`src/rtl/dup_sample_gate.sv`:
```
module dup_sample_gate #(
  parameter int BYTE_W = 8,
  parameter int IDX_W  = 4
) (
  input  logic                clk,
  input  logic                rst_n,
  input  logic                in_valid,
  input  logic [BYTE_W-1:0]   in_byte,
  input  logic                in_first,
  input  logic                in_last,
  output logic                in_ready,
  output logic                chk_req,
  output logic [IDX_W-1:0]    chk_page,
  output logic [4*BYTE_W-1:0] chk_sample,
  input  logic                chk_ack,
  input  logic                chk_dup,
  output logic                dec_valid,
  output logic                dec_hash_all,
  input  logic                dec_ack
);
  localparam int SAMP_W = 4 * BYTE_W;

  typedef enum logic [1:0] {S_COLLECT, S_CHECK, S_DECIDE} state_t;
  state_t st;

  logic [SAMP_W-1:0] cur, best;
  logic [IDX_W-1:0]  pg, best_pg;
  logic [2:0]        bcnt;
  logic              started, have, dup_q;

  wire beat = in_valid && (st == S_COLLECT);
  wire [SAMP_W-1:0] samp_now = {cur[SAMP_W-BYTE_W-1:0], in_byte};
  wire take   = beat && !in_first && (bcnt == 3'd3);
  wire better = !have || (samp_now > best);

  assign in_ready     = (st == S_COLLECT);
  assign chk_req      = (st == S_CHECK);
  assign chk_page     = best_pg;
  assign chk_sample   = best;
  assign dec_valid    = (st == S_DECIDE);
  assign dec_hash_all = dup_q;

  always_ff @(posedge clk) begin
    if (!rst_n) begin
      st      <= S_COLLECT;
      cur     <= '0;
      best    <= '0;
      pg      <= '0;
      best_pg <= '0;
      bcnt    <= '0;
      started <= 1'b0;
      have    <= 1'b0;
      dup_q   <= 1'b0;
    end else begin
      case (st)
        S_COLLECT: if (beat) begin
          if (in_first) begin
            bcnt <= 3'd1;
            cur  <= {{(SAMP_W-BYTE_W){1'b0}}, in_byte};
            pg   <= started ? pg + 1'b1 : '0;
            started <= 1'b1;
          end else if (bcnt < 3'd4) begin
            bcnt <= bcnt + 3'd1;
            cur  <= samp_now;
          end
          if (take && better) begin
            best    <= samp_now;
            best_pg <= pg;
            have    <= 1'b1;
          end
          if (in_last) st <= S_CHECK;
        end
        S_CHECK: if (chk_ack) begin
          dup_q <= chk_dup;
          st    <= S_DECIDE;
        end
        S_DECIDE: if (dec_ack) begin
          st      <= S_COLLECT;
          started <= 1'b0;
          have    <= 1'b0;
        end
        default: st <= S_COLLECT;
      endcase
    end
  end
endmodule


```
`config.mk`:
```
export PLATFORM = sky130hd
export DESIGN_NAME = dup_sample_gate
export DESIGN_NICKNAME = d
export VERILOG_FILES = /design/src/rtl/dup_sample_gate.sv
export SDC_FILE = /design/constraint.sdc
export NUM_CORES = 1
export LEC_CHECK = 0
export ABC_CLOCK_PERIOD_IN_PS = 7000
export CAP_MARGIN = 5
export CORE_MARGIN = 5
export CORE_UTILIZATION = 55
export CTS_CLUSTER_DIAMETER = 200
export DETAILED_ROUTE_END_ITERATION = 8
export MAX_ROUTING_LAYER = met4
export PLACE_DENSITY = 0.8
export SLEW_MARGIN = 10
export SYNTH_ARGS = -nofsm -noshare
export SYNTH_HDL_FRONTEND = slang
export SYNTH_SLANG_ARGS = --single-unit
export TNS_END_PERCENT = 1
```
`constraint.sdc`:
```
create_clock -name clk -period 7 [get_ports clk]
set_input_delay 0.7 -clock clk [delete_from_list [all_inputs] [get_ports clk]]
set_output_delay 0.7 -clock clk [all_outputs]
set_load 0.02 [all_outputs]
```
==> flow_summary.rst <==
.. list-table::
   :header-rows: 1

   * - Metric
     - Value
   * - Cell area after layout
     - 4500 µm²
   * - Post-synthesis register bit count
     - 72
   * - Layout overhead on the synthesized area
     - 21.0%
   * - GR Layer Usage met2
     - 0.318
   * - Overall routing resource usage
     - 0.200
   * - EDFF count, synth
     - 0
   * - Port buffer count
     - 55
   * - Data arrival time of the critical path
     - 3.81 ns
   * - Detailed-route wire length
     - 8060 µm
   * - Area fraction in and, or, nand and nor cells after synthesis
     - 0.199
   * - Initial Utilization
     - 0.557
   * - Final total negative setup slack
     - 0 ns
   * - Number of max-cap violations
     - 0
   * - H-tree depth reported by CTS
     - 3
   * - Die outline height
     - 92.3 µm
   * - Skew final
     - 0.0128 ns
   * - Wire length of the first global-routing pass
     - 13300 µm
   * - Fraction of the yosys area taken by sequential cells
     - 0.387
   * - Detail-routed net length per standard cell
     - 14.7 µm
   * - Proportion of register bits with asynchronous set or reset after synthesis
     - 0
   * - Filler-free cell count of the finished design
     - 549
   * - Clock-pin slew reported for the worst setup and hold paths after clock tree synthesis
     - 0.08 ns
   * - Portion of the clock cycle consumed by the worst path in the final layout
     - 0.507
   * - Power per standard cell area
     - 195 nW/µm²
   * - Peak supply drop
     - 0.113 mV
   * - Number of warnings reported in the yosys synthesis log
     - 0
   * - Clk sink count
     - 72
   * - Status
     - complete, no violations
   * - Dominant synthesized flop cell
     - sky130_fd_sc_hd__dfxtp_1
   * - Adder and majority gate portion of the synthesized area
     - 0.118
   * - Shortest period the worst path allows
     - 3.55 ns
   * - Capture point of the worst reg-to-reg path
     - chk_sample[4]
   * - Type of element capturing the critical path
     - flop
   * - Most used routing layer
     - met2
   * - Static leakage
     - 1.90 nW
   * - # IOs
     - 56
   * - Final hold viol count
     - 0
   * - Cells resized by post-CTS repair
     - 0
   * - Die width
     - 92.3 µm
   * - Max frequency
     - 282 MHz
   * - Number of global-route vias before repair
     - 2847
   * - Antenna violations before repair
     - 0
   * - First-pass detailed-route iteration total
     - 4
   * - Worst Reg2Reg Path Length in Cells
     - 9
   * - Max-slew violation count
     - 0
   * - Setup repair after global routing missed its margin
     - false
   * - Capture point of the critical path
     - chk_sample[4]
   * - Routing usage on met1
     - 0.250
   * - Pin count of the biggest net entering global routing
     - 108
   * - Floorplan Core Area
     - 6680 µm²
   * - HP Class
     - flop to flop
   * - Synth cell types
     - 41
   * - Clock tree from TritonCTS
     - done
   * - Root buffer cell
     - sky130_fd_sc_hd__clkbuf_8
   * - Tightest Pin Transition
     - 1.16 ns
   * - Final standard cell utilization of the core
     - 0.674
   * - Placed Instance Area
     - 4270 µm²
   * - Most common library cell in the layout ignoring fill and taps
     - sky130_fd_sc_hd__nand2_1
   * - Share of the synthesized area in compound gates (AO/OA/AOI/OAI)
     - 0.102
   * - Area enclosed by the die boundary
     - 8510 µm²
   * - Flop-to-flop setup slack
     - 3.69 ns
   * - Max_slew headroom
     - 0.224
   * - Required arrival time at the worst endpoint
     - 7.26 ns
   * - Most frequent cells in the layout
     - sky130_fd_sc_hd__nand2_1, sky130_fd_sc_hd__dfxtp_1, sky130_fd_sc_hd__clkdlybuf4s50_1
   * - Area of the mapped netlist
     - 3720 µm²
   * - Post-synthesis mux area share
     - 0.124
   * - CP max FO
     - 24
   * - Worst R2R Start
     - chk_sample[31]
   * - Placed wire-length estimate
     - 5740 µm
   * - Category of the worst setup path launch point
     - input pin
   * - Syn avg cell area
     - 8.97 µm²
   * - Detailed-route DRC error count
     - 0
   * - Net count after synthesis
     - 466
   * - Final hold slack
     - 0.468 ns
   * - First-iteration detailed-routing DRC count
     - 193
   * - Maximum root-to-sink buffer count
     - 2
   * - Post-DRT Antenna Nets
     - 0
   * - Global route overflow
     - 0
   * - CTS hold repair buffers
     - 0
   * - Met3 layer usage reported by global route
     - 0.0492
   * - Placer Congestion
     - 0.824
   * - Fin nets
     - 515
   * - Row count
     - 30
   * - Buffers inserted during post-CTS setup optimization
     - 0
   * - Xor and xnor area share after synthesis
     - 0
   * - Num CTS Buffers
     - 9
   * - Insertion delay of the later-clocked pin in the worst-skew pair
     - 0.35 ns
   * - Largest family of logic cells by synthesized area
     - simple AND/OR/NAND/NOR gates
   * - Final-report setup violation count
     - 0
   * - Start point of the critical path
     - in_byte[7]
   * - Class of the most critical setup path
     - input pin to flop
   * - Vias
     - 2964
   * - Fraction of final layout cells sized beyond drive strength 1
     - 0.0597
   * - Cell total after placement
     - 533
   * - Post-Syn Instances
     - 415
   * - Ant diodes
     - 0
   * - Vias per std cell
     - 5.40
==> through the flow <==
step	power [mW]	worst slack (ns)
final	0.878	3.45
after global routing	0.914	3.29
after CTS	0.883	3.42
after detailed placement	0.512	3.06
after global placement	0.510	3.20
after floorplan	0.484	4.39
==> per-layer routing <==
layer / up-vias / share of wire
li1: 1505 / -
met1: 1380 / 0.46
met2: 68 / 0.48
met3: 11 / 0.048
met4: 0 / 0.013
met5: - / 0
==> power by group <==
group,leakage [nW],switching (mW),total (mW),internal (mW)
registers,0.582,0.00822,0.424,0.416
logic,1.22,0.0445,0.0797,0.0352
clock network,0.105,0.163,0.374,0.212
==> how the worst min path moves through the flow <==
stage                            start           end  slack [ns]  cells after the start
after floorplan                   have          have        0.44                      2
after global placement    dec_hash_all  dec_hash_all        0.44                      2
after detailed placement   chk_page[2]   chk_page[2]        0.46                      2
after CTS                  chk_page[2]   chk_page[2]        0.47                      2
after global routing       chk_page[0]   chk_page[0]        0.49                      2
final                      chk_page[3]   chk_page[3]        0.47                      2
==> sequential cells by signal, indices dropped and copies added, names as in the netlist <==
| register | cells |
|---|---|
| pg | 4 |
| bcnt | 3 |
| dec_hash_all | 1 |
| chk_page | 4 |
| chk_sample | 32 |
| st | 2 |
| have | 1 |
| started | 1 |
| cur | 24 |
==> cells by family (layout without fill, tap and decap cells) <==
kind of cell	Yosys count	in the layout
muxes	46	46
AOI/OAI and AO/OA	55	55
adders and majority gates	35	35
and+or+nand+nor	152	152
DFF	72	72
buffers and inverters	55	109
==> worst max-delay path, stage by stage <==
cell                              delay (ns)
sky130_fd_sc_hd__clkdlybuf4s50_1        0.45
sky130_fd_sc_hd__ha_1                   0.32
sky130_fd_sc_hd__nand2_1                0.07
sky130_fd_sc_hd__or4_1                  0.58
sky130_fd_sc_hd__o31ai_1                0.27
sky130_fd_sc_hd__a31oi_1                0.12
sky130_fd_sc_hd__a41oi_4                0.55
sky130_fd_sc_hd__buf_4                  0.48
sky130_fd_sc_hd__mux2i_1                0.27
==> synth_stat cells, types with 2 or more instances <==
library cell	instances	area, µm²
sky130_fd_sc_hd__nor3_1	2	10.0
sky130_fd_sc_hd__nand3_1	5	25.0
sky130_fd_sc_hd__clkbuf_1	16	60.1
sky130_fd_sc_hd__nor2_1	6	22.5
sky130_fd_sc_hd__nand4_1	6	37.5
sky130_fd_sc_hd__mux2i_1	46	460
sky130_fd_sc_hd__ha_1	35	438
sky130_fd_sc_hd__nand2_1	87	327
sky130_fd_sc_hd__nor2b_1	32	200
sky130_fd_sc_hd__a21boi_1	2	15.0
sky130_fd_sc_hd__a22oi_1	20	150
sky130_fd_sc_hd__a21boi_0	2	15.0
sky130_fd_sc_hd__dfxtp_1	72	1440
sky130_fd_sc_hd__o21a_1	2	15.0
sky130_fd_sc_hd__nor3b_2	2	25.0
sky130_fd_sc_hd__nor3b_1	2	15.0
sky130_fd_sc_hd__buf_12	3	60.1
sky130_fd_sc_hd__o21ai_0	3	15.0
sky130_fd_sc_hd__a21oi_1	16	80.1
sky130_fd_sc_hd__or4_1	2	15.0
sky130_fd_sc_hd__inv_1	34	128
==> layout make-up <==
| class | instances | area, µm² |
|---|---|---|
| Clock buffer | 10 | 138 |
| Sequential cell | 72 | 1440 |
| Timing Repair Buffer | 58 | 568 |
| Multi-Input combinational cell | 288 | 2030 |
| Inverter | 35 | 131 |
| Fill cell | 563 | 2180 |
| Clock inverter | 6 | 91.3 |
| Tap cell | 80 | 100 |
(Power assumes the default switching activity.)
